==> src/rtl/pwr_sec_ctrl.sv <==
module pwr_sec_ctrl #(
  parameter int INIT_CYCLES = 16,
  localparam int CW = $clog2(INIT_CYCLES + 1)
) (
  input  logic clk,
  input  logic rst_n,
  input  logic supply_ok,
  input  logic is_programmed,
  input  logic isp_active,
  input  logic req_read,
  input  logic req_prog,
  input  logic req_erase,
  input  logic req_lock_rd,
  input  logic req_lock_wr,
  input  logic req_unlock_wr,
  output logic pullup_en,
  output logic out_en,
  output logic in_en,
  output logic fb_en,
  output logic tap_en,
  output logic init_done,
  output logic rd_grant,
  output logic prog_grant,
  output logic erase_grant,
  output logic req_err,
  output logic sec_rd,
  output logic sec_wr
);

  typedef enum logic [1:0] {PH_QUIET, PH_INIT, PH_ERASED, PH_USER} phase_t;

  phase_t        phase;
  logic [CW-1:0] cnt;
  logic [5:0]    reqs;
  logic          live, multi, deny;

  assign reqs  = {req_read, req_prog, req_erase, req_lock_rd, req_lock_wr, req_unlock_wr};
  assign live  = supply_ok && (phase == PH_ERASED || phase == PH_USER);
  assign multi = (reqs & (reqs - 6'd1)) != 6'd0;
  assign deny  = !live || multi
              || (req_read  && sec_rd)
              || (req_prog  && (sec_rd || sec_wr))
              || (req_erase && sec_wr);

  assign tap_en    = (phase == PH_ERASED) || (phase == PH_USER);
  assign in_en     = (phase == PH_USER);
  assign fb_en     = (phase == PH_USER);
  assign out_en    = (phase == PH_USER) && !isp_active;
  assign pullup_en = !out_en;

  always_ff @(posedge clk or negedge rst_n) begin
    if (!rst_n) begin
      phase <= PH_QUIET;
      cnt <= '0;
      init_done <= 1'b0;
      rd_grant <= 1'b0;
      prog_grant <= 1'b0;
      erase_grant <= 1'b0;
      req_err <= 1'b0;
      sec_rd <= 1'b0;
      sec_wr <= 1'b0;
    end else begin
      init_done <= 1'b0;
      rd_grant <= 1'b0;
      prog_grant <= 1'b0;
      erase_grant <= 1'b0;
      req_err <= 1'b0;
      if (!supply_ok) begin
        phase <= PH_QUIET;
      end else begin
        case (phase)
          PH_QUIET: begin
            phase <= PH_INIT;
            cnt <= '0;
          end
          PH_INIT: begin
            if (cnt == CW'(INIT_CYCLES - 1)) begin
              phase <= is_programmed ? PH_USER : PH_ERASED;
              init_done <= 1'b1;
            end else begin
              cnt <= cnt + 1'b1;
            end
          end
          default: phase <= is_programmed ? PH_USER : PH_ERASED;
        endcase
      end
      if (reqs != 6'd0) begin
        if (deny) begin
          req_err <= 1'b1;
        end else begin
          rd_grant <= req_read;
          prog_grant <= req_prog;
          if (req_erase) begin
            erase_grant <= 1'b1;
            sec_rd <= 1'b0;
          end
          if (req_lock_rd) sec_rd <= 1'b1;
          if (req_lock_wr) sec_wr <= 1'b1;
          if (req_unlock_wr) sec_wr <= 1'b0;
        end
      end
    end
  end

  AST_QUIET_ON_DROP: assert property (@(posedge clk) disable iff (!rst_n)
    !supply_ok |=> (!tap_en && !out_en && !fb_en && pullup_en));
  AST_DONE_OPERATING: assert property (@(posedge clk) disable iff (!rst_n)
    init_done |-> tap_en);
  AST_DONE_SINGLE: assert property (@(posedge clk) disable iff (!rst_n)
    init_done |=> !init_done);
  AST_ISP_TRISTATE: assert property (@(posedge clk) disable iff (!rst_n)
    isp_active |-> !out_en);
  AST_RDLOCK_CLEAR_BY_ERASE: assert property (@(posedge clk) disable iff (!rst_n)
    $fell(sec_rd) |-> erase_grant);
  AST_READ_NEEDS_UNLOCKED: assert property (@(posedge clk) disable iff (!rst_n)
    rd_grant |-> !$past(sec_rd));
  AST_PROG_NEEDS_UNLOCKED: assert property (@(posedge clk) disable iff (!rst_n)
    prog_grant |-> (!$past(sec_rd) && !$past(sec_wr)));
  AST_ERASE_NEEDS_WR_OPEN: assert property (@(posedge clk) disable iff (!rst_n)
    erase_grant |-> !$past(sec_wr));
  AST_REFUSE_KEEPS_LOCKS: assert property (@(posedge clk) disable iff (!rst_n)
    req_err |-> ($stable(sec_rd) && $stable(sec_wr)));
  AST_GRANT_EXCLUSIVE: assert property (@(posedge clk) disable iff (!rst_n)
    $onehot0({rd_grant, prog_grant, erase_grant, req_err}));

endmodule

==> config.mk <==
export PLATFORM = sky130hd
export DESIGN_NAME = pwr_sec_ctrl
export DESIGN_NICKNAME = d
export VERILOG_FILES = /design/src/rtl/pwr_sec_ctrl.sv
export SDC_FILE = /design/constraint.sdc
export NUM_CORES = 1
export LEC_CHECK = 0
export CAP_MARGIN = 20
export CORE_MARGIN = 1
export CORE_UTILIZATION = 48
export CTS_CLUSTER_SIZE = 40
export DETAILED_ROUTE_END_ITERATION = 10
export MAX_ROUTING_LAYER = met4
export PLACE_DENSITY = 0.81
export SLEW_MARGIN = 20
export SYNTH_ARGS = -nofsm -noshare
export SYNTH_HDL_FRONTEND = slang
export SYNTH_SLANG_ARGS = --single-unit
==> constraint.sdc <==
create_clock -name clk -period 4.9 [get_ports clk]
set_clock_uncertainty 0.1 [all_clocks]
set_input_delay 0.98 -clock clk [delete_from_list [all_inputs] [get_ports clk]]
set_output_delay 0.98 -clock clk [all_outputs]
set_load 0.05 [all_outputs]
After elaboration in Yosys (flattened, before gate mapping)

Cells that the tools add are included.

Bits in registers: 14
Input port bits: 11
Logic and storage cells: 64
Output and inout port bits: 12

Equality and inequality tests: 6
Reduce and logical (&&, ||, !) cells: 23
Mux-type cells: 22
Bitwise logic cells: 2
Add/subtract/negate cells: 2

Operator list:

| kind                  | number |
|---|---|
| $mux W1               | 17 |
| $reduce_bool A6 Y1    | 2 |
| $pmux W5 S2           | 1 |
| $reduce_and A3 Y1     | 3 |
| $and A6 B6 Y6         | 1 |
| $logic_or A1 B1 Y1    | 6 |
| $reduce_bool A2 Y1    | 3 |
| $sub A6 B1 Y6 const B | 1 |
| $add A5 B1 Y5 const B | 1 |
| $eq A5 B4 Y1 const B  | 1 |
| $logic_and A1 B1 Y1   | 5 |
| $mux W5               | 1 |
| $eq A2 B2 Y1 const B  | 2 |
| $mux W2               | 2 |
| $pmux W2 S2           | 1 |
| $logic_not A1 Y1      | 3 |
| $ne A3 B3 Y1 const B  | 1 |
| $eq A2 B1 Y1 const B  | 1 |
| $logic_not A2 Y1      | 1 |
| $ne A2 B2 Y1 const B  | 1 |
| $not A1 Y1            | 1 |

Logic depth before layout (Yosys ltp)

Gate-level depths: netlist of run 1.

Depth in word-level cells: 10
Gate-level depth with buffers: 7
Gate-level depth less buffers: 6

Worst setup path before layout of run 1

OpenSTA, ideal clock, no wires.

Kind: register to output
From: register phase[0]
To: output port out_en
Data arrival time: 1.953 ns
Slack: 1.867 ns
Buffers on the path: 1
Data required time: 3.820 ns
Cell stages (with the launch flop): 5
Path through: dfrtp_1 -> clkbuf_1 -> and2_1 -> nand2b_1 -> inv_1

Longest elaborated chain between the ends: 2

Ends and longest elaborated chain:

| item                   | line | text |
|---|---|---|
| from (decl)            | 32   | `phase_t phase;` |
| from (signal assigned) | 78   | `phase <= is_programmed ? PH_USER : PH_ERASED;` |
| from (signal assigned) | 84   | `default: phase <= is_programmed ? PH_USER : PH_ERASED;` |
| $eq A2 B2 Y1           | -    |  |
| net fb_en              | 19   | `output logic fb_en,` |
| $logic_and A1 B1 Y1    | 48   | `assign out_en = (phase == PH_USER) && !isp_active;` |
| to (decl)              | 17   | `output logic out_en,` |

The timed path passes the listed nets, and every way through them passes these cells.

Worst setup path in the final report of run 1

From: input port isp_active
To: output port out_en

Longest elaborated chain between the ends: 2

Ends and longest elaborated chain:

| item                | line | text |
|---|---|---|
| from (decl)         | 9    | `input logic isp_active,` |
| $logic_not A1 Y1    | 48   |  |
| $logic_and A1 B1 Y1 | 48   |  |

No other way between the ends.

==> flow_metrics.env, run 1 <==
export IMPL_yosysTopAreaCellShare_pct=45.5
export IMPL_report_final_hold_viol_count=0
export IMPL_synthDistinctLibCells=32
export IMPL_dpl_cell_area_um2=990
export IMPL_setup_violations_final=0
export IMPL_ys_ff_latch=14
export IMPL_cp_cell_sequence="clkdlybuf4s50_1, nand2b_1, inv_1, clkdlybuf4s50_1"
export IMPL_global_route_usage_met1_pct=26.1
export IMPL_synth_async_sr_flop_share_pct=100
export IMPL_clock_insertion_delay_worst_skew_ns=0.28
export IMPL_cts_hold_buffers=0
export IMPL_fin_area_um2=1030
export IMPL_post_place_cells=105
export IMPL_hold_start="cnt[0]"
export IMPL_unrepaired_setup_endpoints_after_global_routing="no"
export IMPL_number_of_cts_inserted_buffers=3
export IMPL_synth_yosys_seq_area_share_pct=45.5
export IMPL_reg2reg_from="cnt[0]"
export IMPL_sequential_standard_cell_area_um2=350
export IMPL_worst_path_largest_cell_delay_ns=0.79
export IMPL_port_buffers=22
export IMPL_h_tree_depth=1
export IMPL_timing_worst_setup_path_type="input port to primary output"
export IMPL_dp_hpwl_um=1180
export IMPL_die_x_um=42.0
export IMPL_final_net_count=107
export IMPL_worst_setup_hold_path_clk_slew_ns=0.09
export IMPL_grt_overflow_total=0
export IMPL_tritoncts="built"
export IMPL_drt_initial_drc_count=10
export IMPL_max_slew_margin_rel_pct=60.7
export IMPL_drive_above_1_share_pct=9.68
export IMPL_via_count_of_the_routed_design=666
export IMPL_mostFrequentLayoutCell="clkdlybuf4s50_1"
export IMPL_fp_dieArea_um2=1770
export IMPL_syn_num_nets=84
export IMPL_multi_input_gate_area_um2=388
export IMPL_grt_busiest_layer="met2"
export IMPL_max_freq_mhz=291
export IMPL_totalWireLength_um=1580
export IMPL_placement_rows=14
export IMPL_worst_path_most_repeated_cell="clkdlybuf4s50_1"
export IMPL_dp_worst_setup_slack_ns=1.46
export IMPL_critical_path_startpoint="isp_active"
export IMPL_endpoint="out_en"
export IMPL_grt_pass1_wl_um=2730
export IMPL_reg2reg_depth=6
export IMPL_first_global_vias=631
export IMPL_instances_no_fill=109
export IMPL_critPathRequiredTime_ns=3.82
export IMPL_num_antenna_cells=0
export IMPL_post_route_period_util_pct=70.3
export IMPL_global_routing_met2_resource_utilization_pct=32.2
export IMPL_clock_path_buffers=2
export IMPL_final_cell_mix="22 x clkdlybuf4s50_1, 14 x dfrtp_1, 6 x a22o_1, 5 x a21oi_1"
export IMPL_synth_largest_area_cell="dfrtp_1"
export IMPL_start_kind="input port"
export IMPL_grtUsageMet3_pct=4.31
export IMPL_outcome="finished, final reports clean"
export IMPL_post_route_drc_count=0
export IMPL_cts_setup_buffers=0
export IMPL_clockRootBuffer="clkbuf_4"
export IMPL_transition_time_at_the_pin_with_the_least_slew_margin_ns=0.588
export IMPL_syn_area_per_cell_um2=10.8
export IMPL_area_growth_synth_to_final_pct=33.3
export IMPL_r2r_setup_slack_ns=2.95
export IMPL_start_util_pct=51.1
export IMPL_maxCapViolCount=0
export IMPL_syn_cell_area_um2=769
export IMPL_num_fill_cells=119
export IMPL_wl_per_cell_um=14.5
export IMPL_tns_ns=0
export IMPL_cts_sink_count=14
export IMPL_critical_path_slowest_cell="clkdlybuf4s50_1"
export IMPL_final_period_minus_worst_setup_slack_ns=3.44
export IMPL_grt_start_max_net_pins=15
export IMPL_regToRegEndpoint="cnt[1]"
export IMPL_synthFlopType="dfrtp_1"
export IMPL_power_density_nw_per_um2=273
export IMPL_io_pins=23
export IMPL_routabilityCongestion=0.776
export IMPL_vdd_ir_drop_max_mv=0.145
export IMPL_layout_setup_ws_ns=1.46
export IMPL_post_cts_resized=0
export IMPL_report_power_total_mw=0.280
export IMPL_critical_path_endpoint_type="primary output"
export IMPL_vias_per_cell=6.11
export IMPL_netlist_instances=71
export IMPL_holdCritPathClass="flip-flop to flip-flop"
export IMPL_maxSlewViolCount=0
export IMPL_fp_dieH_um=42.0
export IMPL_drt_pass1_iterations=4
export IMPL_critPathMaxFanout=2
export IMPL_syn_warnings=0
export IMPL_number_of_antenna_violations_at_the_first_check_in_global_routing=0
export IMPL_netlist_top_cells_area="dfrtp_1 46%, a22o_1 6.8%, and4_1 3.4%"
export IMPL_timing_critical_path_arrival_ns=2.36
export IMPL_ant_nets=0
export IMPL_track_usage_pct=21.0
export IMPL_core_area_um2=1510
export IMPL_static_leakage_power_nw=0.439
export IMPL_synth_edff_count=0
[Yosys cell counts (2+ instances only)]
library cell and number:
ha_1 2, and2_1 3, a22o_1 6, nor2_1 3, inv_1 3, nand2b_1 3, a21oi_1 5, clkbuf_1 2
and4_1 3, nand2_1 2, nor2b_1 2, dfrtp_1 14, nor3b_1 3, and3_1 2
[through the flow]
step | hold slack (ns) | utilization (%)
2_1_floorplan | 0.368 | -
3_3_place_gp | 0.390 | 65.7
3_5_place_dp | 0.402 | 65.7
4_1_cts | 0.416 | 68.1
5_1_grt | 0.445 | 68.1
6_report | 0.414 | 68.1
[power by group]
| group | leakage [nW] | internal [mW] | switching, mW | total, mW |
|---|---|---|---|---|
| Combinational | 0.240 | 0.0310 | 0.0232 | 0.0542 |
| Clock | 0.0210 | 0.0453 | 0.0384 | 0.0836 |
| Sequential | 0.179 | 0.128 | 0.0147 | 0.142 |
| Total | 0.439 | 0.204 | 0.0762 | 0.280 |
[how the worst min path moves through the flow]
stage / endpoint / depth (start not counted)
6_report: cnt[0] / 1
5_1_grt: cnt[0] / 1
4_1_cts: cnt[0] / 1
3_5_place_dp: cnt[0] / 1
3_3_place_gp: cnt[0] / 1
2_1_floorplan: cnt[0] / 1
[worst max-delay path, delay by kind of cell]
family / cells / cell delay [ns]
buf+inv: 3 / 1.24
simple gates: 1 / 0.15
[final cells by class]
type	instances	share of cell area, %
inverters	3	1.10
flip-flops and latches	14	34.1
multi-input cells	50	37.8
well taps	16	1.95
clock buffers	4	3.54
repair buffers	22	21.5
[per-layer routing]
metal  up-vias  wire length (um)  part of all wire [%]
met5         -                 0                     0
met4         0                29                   1.8
met3         6                86                   5.4
met2        31               761                    48
met1       317               703                    44
li1        312                 -                     -
[cells by family (layout without fill, tap and decap cells)]
group / count (synthesis) / in the layout / share of synthesized area [%]
AO/OA/AOI/OAI: 21 / 21 / 22.1
adder cells (fa/ha/maj): 3 / 3 / 4.71
buffers and inverters: 7 / 29 / 4.07
flip-flops: 14 / 14 / 45.5
multiplexers: 1 / 1 / 1.46
AND/OR/NAND/NOR: 25 / 25 / 22.1
[sequential cells by signal, indices dropped and copies added (netlist names)]
signal	count
cnt	5
phase	2
erase_grant	1
init_done	1
prog_grant	1
rd_grant	1
req_err	1
sec_rd	1
sec_wr	1
(Power assumes the default switching activity.)
==> inputs of run 2 (changes only) <==
Settings changed: CORE_UTILIZATION 48 to 41, PLACE_DENSITY 0.81 to 0.74.
Clock period 4.9 ns to 3 ns, I/O delays scaled along.
==> run 2 against run 1 <==
  * Die area is 16% higher
  * Cell area is 0.61% higher
  * Clock power is 64% higher
  * Setup slack worse by 0.94 ns
  * First-iteration DRC count grew to 2.7 times the previous value
  * Total power is 63% higher
  * Critical path depth is 2 lower
  * Largest cell class unchanged
  * Largest power group unchanged
==> flow_metrics.env, run 2 (synthesis results as in run 1) <==
export IMPL_outcome="finished, final reports clean"
export IMPL_number_of_cts_inserted_buffers=3
export IMPL_critPathMaxFanout=9
export IMPL_post_place_cells=114
export IMPL_cts_hold_buffers=0
export IMPL_dp_hpwl_um=1060
export IMPL_report_final_hold_viol_count=0
export IMPL_maxCapViolCount=0
export IMPL_cts_setup_buffers=0
export IMPL_via_count_of_the_routed_design=638
export IMPL_timing_critical_path_arrival_ns=1.78
export IMPL_maxSlewViolCount=0
export IMPL_final_net_count=107
export IMPL_io_pins=23
export IMPL_unrepaired_setup_endpoints_after_global_routing="no"
export IMPL_grt_pass1_wl_um=2330
export IMPL_final_period_minus_worst_setup_slack_ns=2.48
export IMPL_post_route_period_util_pct=82.8
export IMPL_critical_path_endpoint_type="primary output"
export IMPL_area_growth_synth_to_final_pct=34.1
export IMPL_grt_overflow_total=0
export IMPL_max_slew_margin_rel_pct=59.9
export IMPL_port_buffers=22
export IMPL_met2WireLength_um=644
export IMPL_met3_wirelength_um=68
export IMPL_tns_ns=0
export IMPL_largest_register_ffs=5
export IMPL_report_power_total_mw=0.456
export IMPL_max_freq_mhz=403
export IMPL_start_kind="flip-flop"
export IMPL_timing_worst_setup_path_type="flip-flop to primary output"
export IMPL_cts_sink_count=14
export IMPL_drt_pass1_iterations=4
export IMPL_drive_above_1_share_pct=11.8
export IMPL_detail_route_wirelength_met1_um=723
export IMPL_wl_per_cell_um=12.3
export IMPL_post_cts_resized=0
export IMPL_power_density_nw_per_um2=442
export IMPL_first_global_vias=511
export IMPL_core_area_um2=1750
export IMPL_clock_path_buffers=2
export IMPL_route_top_layer_used="met4"
export IMPL_critPathRequiredTime_ns=2.30
export IMPL_static_leakage_power_nw=0.441
export IMPL_placement_rows=15
export IMPL_top_regs="cnt: 5 flops, phase: 2 flops"
export IMPL_fp_dieArea_um2=2050
export IMPL_start_util_pct=44.1
export IMPL_instances_no_fill=118
export IMPL_ant_nets=0
export IMPL_num_antenna_cells=0
export IMPL_setup_violations_final=0
export IMPL_vdd_ir_drop_max_mv=0.222
export IMPL_grt_start_max_net_pins=15
export IMPL_clockRootBuffer="clkbuf_4"
export IMPL_track_usage_pct=16.8
export IMPL_worst_setup_hold_path_clk_slew_ns=0.09
export IMPL_routabilityCongestion=0.791
export IMPL_die_x_um=45.3
export IMPL_drt_initial_drc_count=27
export IMPL_transition_time_at_the_pin_with_the_least_slew_margin_ns=0.599
export IMPL_totalWireLength_um=1450
export IMPL_vias_per_cell=5.41
export IMPL_clock_insertion_delay_worst_skew_ns=0.27
export IMPL_post_route_drc_count=0
export IMPL_h_tree_depth=1
export IMPL_holdCritPathClass="flip-flop to flip-flop"
export IMPL_number_of_antenna_violations_at_the_first_check_in_global_routing=0
export IMPL_max_flop_register="cnt"
export IMPL_tritoncts="built"
export IMPL_final_cell_mix="20 x clkdlybuf4s50_1, 14 x dfrtp_1, 6 x a22o_1, 5 x a21oi_1"
export IMPL_fp_dieH_um=45.3
export IMPL_mostFrequentLayoutCell="clkdlybuf4s50_1"
==> run 2: cell types whose count changed in the layout (fill, tap and decap cells not counted), sizes merged <==
| cell | previous run | this run |
|---|---|---|
| buf | 0 | 2 |
| clkdlybuf4s50 | 22 | 20 |
==> run 2: worst paths after layout <==
kind	startpoint	endpoint	slack (ns)	cells past startpoint
setup / recovery	phase[0]	fb_en	0.52	2
hold / removal	cnt[0]	cnt[0]	0.43	1
setup reg to reg	cnt[0]	cnt[3]	1.04	6
hold reg to reg	cnt[0]	cnt[0]	0.43	1
max in group asynchronous	rst_n	sec_wr	1.82	1
min in group asynchronous	rst_n	cnt[2]	0.60	1
==> run 2: worst max-delay path, cell delays in order, from the launching register on <==
cell and delay [ns]:
dfrtp_1 0.49, and2_1 0.21, clkdlybuf4s50_1 0.81
==> run 2: layout make-up <==
type,count,area [um^2]
well taps,25,31.3
fillers,146,713
repair buffers,22,215
multi-input cells,50,388
inverters,3,11.3
flip-flops and latches,14,350
clock buffers,4,36.3
==> run 2: per-stage QoR <==
step	utilization [%]	setup WS, ns	instance area [um^2]	hold slack [ns]
finish	59.1	0.517	1030	0.427
global route	59.1	0.450	1030	0.462
CTS	59.1	0.504	1030	0.424
detailed placement	57.1	0.842	996	0.411
global placement	57.1	0.830	996	0.398
floorplan	-	0.347	769	0.204
==> run 2: metal layers <==
metal  vias up  GRT usage (%)
li1        318              -
met1       293           23.9
met4         0           7.27
met5         -              -
met3         2           4.80
met2        25           21.7
==> run 2: power by group <==
group          total, mW  leakage [nW]  internal, mW  switching [mW]
clock              0.137        0.0210        0.0737          0.0630
sequential         0.232         0.179         0.209          0.0230
combinational     0.0876         0.241        0.0505          0.0371
total              0.456         0.441         0.333           0.123
==> inputs of run 3 (changes only) <==
Settings changed: CORE_UTILIZATION 41 to 45, PLACE_DENSITY 0.74 to 0.77.
Clock period 3 ns to 2.5 ns, I/O delays scaled along.
==> run 3 against run 2 <==
  * Total power up 13%
  * The flow now finishes with violations (design-rule violations)
  * Final cell count down 8.5%
  * Worst hold slack worse by 0.017 ns
  * Sequential share of layout area down 0.20 points
  * First-iteration DRC count down 52%
==> flow_metrics.env, run 3 (synthesis results as in run 1) <==
export IMPL_die_x_um=43.4
export IMPL_critPathMaxFanout=9
export IMPL_placement_rows=14
export IMPL_grt_start_max_net_pins=15
export IMPL_outcome="complete, but fails checks"
export IMPL_track_usage_pct=19.7
export IMPL_first_global_vias=597
export IMPL_num_fill_cells=123
export IMPL_max_freq_mhz=415
export IMPL_reg2reg_from="cnt[0]"
export IMPL_holdCritPathClass="flip-flop to flip-flop"
export IMPL_hold_start="cnt[0]"
export IMPL_route_top_layer_used="met4"
export IMPL_post_route_period_util_pct=96.3
export IMPL_r2r_setup_slack_ns=0.54
export IMPL_timing_critical_path_buf_inv=1
export IMPL_critPathTopFamily="buffers and inverters"
export IMPL_min_path_cells=1
export IMPL_met2WireLength_um=705
export IMPL_largest_register_ffs=5
export IMPL_max_slew_margin_rel_pct=59.4
export IMPL_tns_ns=0
export IMPL_post_route_drc_count=4
export IMPL_dp_hpwl_um=1070
export IMPL_drive_above_1_share_pct=12.0
export IMPL_clock_path_buffers=2
export IMPL_critical_path_slowest_cell="clkdlybuf4s50_1"
export IMPL_final_cell_mix="19 x clkdlybuf4s50_1, 14 x dfrtp_1, 6 x a22o_1, 5 x a21oi_1"
export IMPL_worst_path_largest_cell_delay_ns=0.81
export IMPL_report_power_total_mw=0.513
export IMPL_critPathRequiredTime_ns=1.90
export IMPL_max_flop_register="cnt"
export IMPL_violated_checks="design-rule violations"
export IMPL_critical_path_startpoint="phase[0]"
export IMPL_unrepaired_setup_endpoints_after_global_routing="no"
export IMPL_holdWs_ns=0.409
export IMPL_hold_path_endpoint="cnt[0]"
export IMPL_maxCapViolCount=0
export IMPL_maxSlewViolCount=0
export IMPL_clockRootBuffer="clkbuf_4"
export IMPL_drt_initial_drc_count=13
export IMPL_num_antenna_cells=0
export IMPL_clock_insertion_delay_worst_skew_ns=0.28
export IMPL_grt_overflow_total=0
export IMPL_port_buffers=22
export IMPL_drt_pass1_iterations=7
export IMPL_number_of_antenna_violations_at_the_first_check_in_global_routing=0
export IMPL_h_tree_depth=1
export IMPL_area_growth_synth_to_final_pct=35.0
export IMPL_start_kind="flip-flop"
export IMPL_top_regs="cnt: 5 flops, phase: 2 flops"
export IMPL_transition_time_at_the_pin_with_the_least_slew_margin_ns=0.607
export IMPL_timing_critical_path_arrival_ns=1.81
export IMPL_fp_dieArea_um2=1880
export IMPL_ant_nets=0
export IMPL_vdd_ir_drop_max_mv=0.487
export IMPL_via_count_of_the_routed_design=626
export IMPL_mostFrequentLayoutCell="clkdlybuf4s50_1"
export IMPL_power_density_nw_per_um2=494
export IMPL_final_period_minus_worst_setup_slack_ns=2.41
export IMPL_number_of_cts_inserted_buffers=3
export IMPL_cp_cell_sequence="and2_1, clkdlybuf4s50_1"
export IMPL_vias_per_cell=5.80
export IMPL_start_util_pct=49.4
export IMPL_totalWireLength_um=1530
export IMPL_setup_violations_final=0
export IMPL_critical_path_endpoint_type="primary output"
export IMPL_cts_sink_count=14
export IMPL_reg2reg_depth=6
export IMPL_routabilityCongestion=0.856
export IMPL_tritoncts="built"
export IMPL_met3_wirelength_um=73
export IMPL_detail_route_wirelength_met1_um=740
export IMPL_grt_pass1_wl_um=2620
export IMPL_timing_worst_setup_path_type="flip-flop to primary output"
export IMPL_wl_per_cell_um=14.1
export IMPL_regToRegEndpoint="cnt[3]"
export IMPL_fp_dieH_um=43.4
export IMPL_static_leakage_power_nw=0.452
export IMPL_final_net_count=107
export IMPL_report_final_hold_viol_count=0
export IMPL_worst_setup_hold_path_clk_slew_ns=0.08
export IMPL_core_area_um2=1560
export IMPL_io_pins=23
run 3: changes by cell type in the layout (fill, tap and decap cells not counted), sizes merged:
| cell | delta |
|---|---|
| clkdlybuf4s50 | -1 |
| clkinvlp | +1 |
| dlymetal6s2s | +1 |
| clkbuf | -1 |
| inv | -1 |
run 3: layout make-up:
cell class              instances  area [um^2]  area share, %
multi-input cells              50          388           37.3
flip-flops and latches         14          350           33.7
repair buffers                 22          243           23.4
clock buffers                   3         22.5           2.17
well taps                      16         20.0           1.93
inverters                       3         15.0           1.45
run 3: worst max path at each step:
stage	cells after the start	endpoint	slack, ns
6_report	2	in_en	0.09
5_1_grt	2	in_en	0.001
4_1_cts	2	fb_en	0.07
3_5_place_dp	2	fb_en	0.41
3_3_place_gp	2	fb_en	0.41
2_1_floorplan	4	out_en	0.002
run 3: metal layers:
metal	global-route usage, %	vias to the layer above
met5	-	-
met4	9.38	0
met3	3.75	2
met2	29.4	21
met1	25.7	292
li1	-	311
run 3: report_power, final:
group	leakage, nW	internal, mW	switching, mW	total, mW
Clock	0.0138	0.0559	0.0730	0.129
Sequential	0.179	0.250	0.0275	0.278
Combinational	0.259	0.0608	0.0455	0.106
run 3: through the flow:
stage / worst slack [ns] / cells / utilization [%] / instance area, um^2
2_1_floorplan: 0.00162 / 71 / - / 773
3_3_place_gp: 0.413 / 105 / 65.0 / 1010
5_1_grt: 0.00134 / 108 / 66.6 / 1040
4_1_cts: 0.0734 / 108 / 66.5 / 1040
6_report: 0.0928 / 108 / 66.6 / 1040
3_5_place_dp: 0.413 / 105 / 65.0 / 1010
run 3: repair_timing:
| action | CTS | global route |
|---|---|---|
| setup endpoints to repair | 0 | 2 |
| buffers inserted | 0 | 0 |
| gates resized for setup | 0 | 1 |
| hold buffers | 0 | 0 |
